File: src/rtl/pwm_pkg.sv
`timescale 1ns/1ps
package pwm_pkg;
  localparam int N_CH      = 4;
  localparam int ADDR_W    = 12;
  localparam int DATA_W    = 32;
  localparam int CNT_W_DEF = 16;
  localparam logic [DATA_W-1:0] CTL_RST = 32'h0000_0101;
  localparam logic [ADDR_W-1:0] GLB_ADDR = 12'h000;
  localparam logic [ADDR_W-1:0] CH_BASE  = 12'h014;
  localparam logic [ADDR_W-1:0] CH_END   = 12'h054;
  localparam int COMMIT_BIT = 31;
  localparam int INV_BIT    = 3;

  typedef enum logic [1:0] {MODE_OFF = 2'd0, MODE_TRAIL = 2'd1,
                            MODE_RSV2 = 2'd2, MODE_RSV3 = 2'd3} pwm_mode_e;
  typedef enum logic [1:0] {SEL_CTL = 2'd0, SEL_PER = 2'd1,
                            SEL_PHS = 2'd2, SEL_ACT = 2'd3} reg_sel_e;

  function automatic logic chan_hit(logic [ADDR_W-1:0] a);
    return (a >= CH_BASE) && (a < CH_END) && (a[1:0] == 2'b00);
  endfunction

  function automatic logic [1:0] chan_idx(logic [ADDR_W-1:0] a);
    logic [ADDR_W-1:0] off;
    off = a - CH_BASE;
    return off[5:4];
  endfunction

  function automatic reg_sel_e chan_sel(logic [ADDR_W-1:0] a);
    logic [ADDR_W-1:0] off;
    off = a - CH_BASE;
    return reg_sel_e'(off[3:2]);
  endfunction
endpackage

File: src/rtl/pwm_csr.sv
`timescale 1ns/1ps
module pwm_csr
  import pwm_pkg::*;
#(
  parameter int CNT_W = CNT_W_DEF
) (
  input  logic              clk,
  input  logic              rst_n,
  input  logic [ADDR_W-1:0] addr_i,
  input  logic              wr_i,
  input  logic [DATA_W-1:0] wdata_i,
  output logic [DATA_W-1:0] rdata_o,
  input  logic [N_CH-1:0]   pend_i,
  output logic              commit_o,
  output logic [N_CH-1:0]   en_o,
  output logic [DATA_W-1:0] ctl_o   [N_CH],
  output logic [CNT_W-1:0]  per_o   [N_CH],
  output logic [CNT_W-1:0]  act_o   [N_CH]
);
  logic [CNT_W-1:0] phs_q [N_CH];
  logic             glb_wr;

  assign glb_wr   = wr_i && (addr_i == GLB_ADDR);
  assign commit_o = glb_wr && wdata_i[COMMIT_BIT];

  always_ff @(posedge clk or negedge rst_n) begin
    if (!rst_n)      en_o <= '0;
    else if (glb_wr) en_o <= wdata_i[N_CH-1:0];
  end

  for (genvar g = 0; g < N_CH; g++) begin : g_ch
    logic ch_wr;
    assign ch_wr = wr_i && chan_hit(addr_i) && (chan_idx(addr_i) == 2'(g));
    always_ff @(posedge clk or negedge rst_n) begin
      if (!rst_n) begin
        ctl_o[g] <= CTL_RST;
        per_o[g] <= '0;
        phs_q[g] <= '0;
        act_o[g] <= '0;
      end else if (ch_wr) begin
        case (chan_sel(addr_i))
          SEL_CTL: ctl_o[g] <= wdata_i;
          SEL_PER: per_o[g] <= wdata_i[CNT_W-1:0];
          SEL_PHS: phs_q[g] <= wdata_i[CNT_W-1:0];
          SEL_ACT: act_o[g] <= wdata_i[CNT_W-1:0];
          default: ;
        endcase
      end
    end
  end

  always_comb begin
    rdata_o = '0;
    if (addr_i == GLB_ADDR) begin
      rdata_o[N_CH-1:0]   = en_o;
      rdata_o[COMMIT_BIT] = |pend_i;
    end else if (chan_hit(addr_i)) begin
      case (chan_sel(addr_i))
        SEL_CTL: rdata_o = ctl_o[chan_idx(addr_i)];
        SEL_PER: rdata_o = DATA_W'(per_o[chan_idx(addr_i)]);
        SEL_PHS: rdata_o = DATA_W'(phs_q[chan_idx(addr_i)]);
        SEL_ACT: rdata_o = DATA_W'(act_o[chan_idx(addr_i)]);
        default: rdata_o = '0;
      endcase
    end
  end


  commit_pending_chk: assert property (@(posedge clk) disable iff (!rst_n)
    commit_o |=> (|pend_i));
endmodule

File: src/rtl/pwm_chan.sv
`timescale 1ns/1ps
module pwm_chan
  import pwm_pkg::*;
#(
  parameter int CNT_W = CNT_W_DEF
) (
  input  logic             clk,
  input  logic             rst_n,
  input  logic             commit_i,
  input  logic             sh_en_i,
  input  logic [1:0]       sh_mode_i,
  input  logic             sh_inv_i,
  input  logic [CNT_W-1:0] sh_per_i,
  input  logic [CNT_W-1:0] sh_act_i,
  output logic             pend_o,
  output logic             pwm_o
);
  logic             live_en, live_inv;
  pwm_mode_e        live_mode;
  logic [CNT_W-1:0] live_per, live_act, cnt_q;
  logic             running, period_end, take, mark;

  function automatic logic last_tick(logic [CNT_W-1:0] c, logic [CNT_W-1:0] p);
    return (p <= CNT_W'(1)) || (c == p - CNT_W'(1));
  endfunction

  assign running    = live_en && (live_mode == MODE_TRAIL);
  assign period_end = !running || last_tick(cnt_q, live_per);
  assign take       = pend_o && period_end;
  assign mark       = running && (cnt_q < live_act);
  assign pwm_o      = mark ^ live_inv;

  always_ff @(posedge clk or negedge rst_n) begin
    if (!rst_n)        pend_o <= 1'b0;
    else if (commit_i) pend_o <= 1'b1;
    else if (take)     pend_o <= 1'b0;
  end

  always_ff @(posedge clk or negedge rst_n) begin
    if (!rst_n) begin
      live_en   <= 1'b0;
      live_inv  <= 1'b0;
      live_mode <= MODE_OFF;
      live_per  <= '0;
      live_act  <= '0;
    end else if (take) begin
      live_en   <= sh_en_i;
      live_inv  <= sh_inv_i;
      live_mode <= pwm_mode_e'(sh_mode_i);
      live_per  <= sh_per_i;
      live_act  <= sh_act_i;
    end
  end

  always_ff @(posedge clk or negedge rst_n) begin
    if (!rst_n)                   cnt_q <= '0;
    else if (take || period_end)  cnt_q <= '0;
    else                          cnt_q <= cnt_q + CNT_W'(1);
  end


  cnt_bound_chk: assert property (@(posedge clk) disable iff (!rst_n)
    (running && live_per > CNT_W'(1)) |-> (cnt_q < live_per));

  full_mark_chk: assert property (@(posedge clk) disable iff (!rst_n)
    (running && live_act >= live_per && live_act != '0) |-> (pwm_o == !live_inv));

  idle_level_chk: assert property (@(posedge clk) disable iff (!rst_n)
    !running |-> (pwm_o == live_inv));

  load_on_boundary_chk: assert property (@(posedge clk) disable iff (!rst_n)
    !$stable(live_per) |-> $past(take));

  pend_clear_chk: assert property (@(posedge clk) disable iff (!rst_n)
    $fell(pend_o) |-> $past(take));
endmodule

File: src/rtl/pwm_bank.sv
`timescale 1ns/1ps
module pwm_bank
  import pwm_pkg::*;
#(
  parameter int CNT_W = CNT_W_DEF
) (
  input  logic              clk,
  input  logic              rst_n,
  input  logic [ADDR_W-1:0] reg_addr,
  input  logic              reg_wr,
  input  logic [DATA_W-1:0] reg_wdata,
  output logic [DATA_W-1:0] reg_rdata,
  output logic [N_CH-1:0]   pwm_out
);
  logic              commit;
  logic [N_CH-1:0]   en_sh, pend;
  logic [DATA_W-1:0] ctl_sh [N_CH];
  logic [CNT_W-1:0]  per_sh [N_CH];
  logic [CNT_W-1:0]  act_sh [N_CH];

  pwm_csr #(.CNT_W(CNT_W)) u_csr (
    .clk(clk), .rst_n(rst_n), .addr_i(reg_addr), .wr_i(reg_wr),
    .wdata_i(reg_wdata), .rdata_o(reg_rdata), .pend_i(pend),
    .commit_o(commit), .en_o(en_sh), .ctl_o(ctl_sh), .per_o(per_sh),
    .act_o(act_sh)
  );

  for (genvar g = 0; g < N_CH; g++) begin : g_chan
    pwm_chan #(.CNT_W(CNT_W)) u_chan (
      .clk(clk), .rst_n(rst_n), .commit_i(commit), .sh_en_i(en_sh[g]),
      .sh_mode_i(ctl_sh[g][1:0]), .sh_inv_i(ctl_sh[g][INV_BIT]),
      .sh_per_i(per_sh[g]), .sh_act_i(act_sh[g]),
      .pend_o(pend[g]), .pwm_o(pwm_out[g])
    );
  end
endmodule

File: config.mk
export PLATFORM = sky130hd
export DESIGN_NAME = pwm_bank
export DESIGN_NICKNAME = d
export VERILOG_FILES = /design/src/rtl/pwm_pkg.sv /design/src/rtl/pwm_csr.sv /design/src/rtl/pwm_chan.sv /design/src/rtl/pwm_bank.sv
export SDC_FILE = /design/constraint.sdc
export NUM_CORES = 1
export LEC_CHECK = 0
export BUFFER_PORTS_ARGS = -buffer_cell sky130_fd_sc_hd__buf_4
export CORE_MARGIN = 2
export CORE_UTILIZATION = 35
export DETAILED_ROUTE_END_ITERATION = 10
export HOLD_SLACK_MARGIN = 0.12
export PLACE_DENSITY = 0.58
export SYNTH_ARGS = -nofsm -noshare
export SYNTH_HDL_FRONTEND = slang
export SYNTH_SLANG_ARGS = --single-unit
File: constraint.sdc
create_clock -name clk -period 6 [get_ports clk]
set_input_delay 0.3 -clock clk [delete_from_list [all_inputs] [get_ports clk]]
set_output_delay 0.3 -clock clk [all_outputs]
set_load 0.02 [all_outputs]
==> insert_results.sql <==
INSERT INTO impl_metrics (metric_group, metric, value, unit) VALUES
('power', 'p_sw_frac', '0.2309', ''),
('clocking', 'cts.path.max_buffers', '3', ''),
('timing', 'number_of_endpoints_with_negative_hold_slack_in_the_final_report', '0', ''),
('yosys', 'flip_flop_and_latch_count_after_synthesis', '536', ''),
('place', 'place.gp.congestion', '0.9562', ''),
('clocking', 'cts.reportedPaths.clkPinSlew', '0.06', 'ns'),
('route', 'routed_wl', '80580', 'um'),
('clocking', 'clk-insertion-delay-late', '0.66', 'ns'),
('route', 'route.antenna.remaining_nets', '0', ''),
('die', 'initial_core_util', '0.3526', ''),
('yosys', 'post_synth.cell_area_avg', '11.74', 'um^2'),
('timing', 'final.setup.worst_slack', '1.839', 'ns'),
('yosys', 'synthesis.area', '27230', 'um^2'),
('global_routing', 'grt_overflow_total', '0', ''),
('die', 'core_area', '77210', 'um^2'),
('place', 'detailedPlacementHpwl', '56960', 'um'),
('timing', 'period_share', '0.6935', ''),
('timing', 'worst_pin_slew', '1.188', 'ns'),
('yosys', 'synth.distinct_cells', '83', ''),
('yosys', 'syn-instance-count', '2320', ''),
('die', 'die_area', '80040', 'um^2'),
('clocking', 'cts_tree', 'done', ''),
('yosys', 'yosysSeqAreaShare', '0.4930', ''),
('power', 'design_power_total', '7.991', 'mW'),
('power', 'power.net_switching', '1.845', 'mW'),
('clocking', 'cts_num_sinks', '536', ''),
('layout', 'final-instance-count-excl-fill', '3469', ''),
('global_routing', 'first_pass_grt_wire_length', '125000', 'um'),
('yosys', 'synthFlopType', 'dfrtp_1', ''),
('place', 'place_inst', '3332', ''),
('setup_path', 'worst_setup_path_end_kind', 'output port', ''),
('route', 'remaining_drc_errors', '0', ''),
('setup_path', 'worst_path_required_time', '5.70', 'ns'),
('timing', 'timing.max_slew.rel_slack', '0.2080', ''),
('route', 'routed-via-count', '19210', ''),
('yosys', 'synthesis.yosys.warnings', '0', ''),
('global_routing', 'via_count_of_the_first_global_routing_pass', '19500', ''),
('die', 'row_count', '102', ''),
('power', 'p_seq_frac', '0.455', ''),
('layout', 'flow.area_growth_from_synthesis', '15.06', '%'),
('timing', 'totalNegativeSetupSlack', '0', 'ns'),
('layout', 'fin_area', '31330', 'um^2'),
('layout', 'post_route_core_utilization', '0.4057', ''),
('setup_path', 'critPathArrivalTime', '3.86', 'ns'),
('setup_path', 'worstSetupPathType', 'input pin to output port', ''),
('timing', 'unrepaired_setup_endpoints_after_global_routing', 'no', ''),
('run', 'timing.max_cap.violations', '0', ''),
('clocking', 'htree_num_levels', '2', ''),
('place', 'placed_area', '28880', 'um^2'),
('route', 'drtPass1Iterations', '5', ''),
('yosys', 'synth_edf_count', '0', ''),
('timing', 'slew_violations', '0', ''),
('global_routing', 'grt_start_max_net_pins', '162', ''),
('global_routing', 'antenna_violations_before_repair', '4', ''),
('layout', 'most_frequent_standard_cell_in_the_layout_excluding_fill_and_tap_cells', 'dfrtp_1', ''),
('timing', 'min_period', '4.161', 'ns'),
('yosys', 'syn_nets', '2439', ''),
('yosys', 'synthArstFlopShare', '1.000', ''),
('die', 'die_y', '282.9', 'um'),
('power', 'power_frac_comb', '0.041', ''),
('hold_path', 'hold_path.class', 'input pin to register', ''),
('timing', 'hold_ws', '0.1672', 'ns'),
('route', 'detailedRoute.firstIterationViolations', '1406', ''),
('run_status', 'run_status', 'finished, final reports clean', ''),
('place', 'place_ws', '1.792', 'ns'),
('global_routing', 'grt_usage', '0.2011', ''),
('setup_path', 'critPathMaxFanout', '24', ''),
('timing', 'final-setup-viol-count', '0', ''),
('power', 'power.internal', '6.146', 'mW'),
('timing', 'clock.fmax', '0.2403', 'GHz'),
('setup_path', 'worst_setup_path_start_kind', 'input pin', ''),
('place', 'place.port_buffers', '82', ''),
('die', 'die_w', '282.9', 'um'),
('clocking', 'root_buffer', 'clkbuf_16', ''),
('power', 'pwr_density_cell', '255.1', 'nW/um^2'),
('power', 'clock_network_power_share', '0.504', ''),
('power', 'leak', '14.71', 'nW'),
('route', 'vias_per_cell', '5.536', ''),
('layout', 'drive_gt1_frac', '0.2711', ''),
('route', 'wire_per_inst', '23.23', 'um'),
('power', 'vdd_ir_drop_max', '0.2084', 'mV'),
('layout', 'final_nets', '2496', ''),
('timing', 'timing.clock.skew', '0.04568', 'ns'),
('clocking', 'numCtsBuffers', '59', ''),
('clocking', 'post_cts_resized', '0', ''),
('layout', 'final_cell_mix', 'dfrtp_1 (528), mux2_2 (358), nor2_1 (141)', ''),
('die', 'top_level_ports', '83', '');
==> flip-flops by register name (all words and copies together), names as in the netlist <==
name	cells
g_chan.u_chan.live_per	64
u_csr.act_o	64
g_chan.u_chan.live_inv	4
g_chan.u_chan.live_act	64
g_chan.u_chan.pend_o	4
u_csr.per_o	64
g_chan.u_chan.cnt_q	64
u_csr.ctl_o	128
g_chan.u_chan.live_mode	8
u_csr.en_o	4
u_csr.phs_q	64
g_chan.u_chan.live_en	4
==> Yosys cell counts, types with 35 or more instances <==
library cell	count	share of area
mux2_1	77	0.032
nand2_1	121	0.017
xor2_1	52	0.017
ha_1	72	0.033
o21ai_0	65	0.012
nor3_1	44	0.0081
nand3_1	35	0.0064
nor2_1	146	0.020
o22ai_1	35	0.0080
xnor2_1	84	0.027
clkbuf_1	95	0.013
dfrtp_1	528	0.49
mux2_2	358	0.15
inv_1	88	0.012
==> per-layer routing <==
layer	track usage	up-vias	wire, um
li1	-	8565	-
met3	0.03478	148	4560
met1	0.2757	9893	35730
met5	0	-	8
met2	0.3182	598	37100
met4	0.07566	2	3184
==> layout make-up <==
cell class | instances | area [um^2]
clock inverters | 39 | 595.6
diodes | 2 | 5.005
flip-flops and latches | 536 | 13420
inverters | 88 | 330.3
fillers | 7271 | 45880
multi-input cells | 1560 | 12980
repair buffers | 132 | 1084
clock buffers | 72 | 1605
well taps | 1040 | 1301
==> power by group through the flow <==
stage	clock [mW]	combinational [mW]	sequential, mW
6_report	4.03	0.326	3.64
5_1_grt	4.27	0.354	3.64
4_1_cts	4.11	0.327	3.64
3_5_place_dp	0	0.313	3.70
3_3_place_gp	0	0.305	3.70
2_1_floorplan	0	0.117	3.70
==> critical path: stages <==
cell and delay (ns):
buf_4 0.19, nor2_2 0.68, buf_4 0.44, o22a_1 0.68, o22ai_1 0.18, o21ai_0 0.30, o211ai_1 0.13, o21ai_0 0.66
buf_4 0.27
==> worst paths after layout <==
kind / from / to / slack [ns] / cells after the start
worst max-delay path: reg_addr[3] / reg_rdata[0] / 1.84 / 9
worst min-delay path: reg_wdata[5] / u_csr.ctl_o[5] / 0.17 / 2
worst max register to register: g_chan[2].u_chan.live_per[0] / g_chan[2].u_chan.live_per[0] / 2.02 / 8
worst min register to register: g_chan[2].u_chan.live_act[3] / g_chan[2].u_chan.live_act[3] / 0.49 / 1
max in group asynchronous: rst_n / g_chan[0].u_chan.live_mode[0] / 4.11 / 3
min in group asynchronous: rst_n / g_chan[1].u_chan.cnt_q[2] / 0.25 / 2
==> kinds of logic after synthesis <==
group	count (synthesis)	share of synthesized area
buf+inv	224	0.03336
flops	536	0.4930
compound gates	347	0.09117
xor+xnor	136	0.04375
mux	484	0.2108
simple gates	521	0.09485
fa+ha+maj	72	0.03309
==> repair_timing <==
item	4_1_cts	5_1_grt
hold buffers	24	0
endpoints found under the setup margin	0	0
setup buffers	0	0
endpoints found under the hold margin	247	0
No activity file was read; power rests on OpenSTA's default activity.
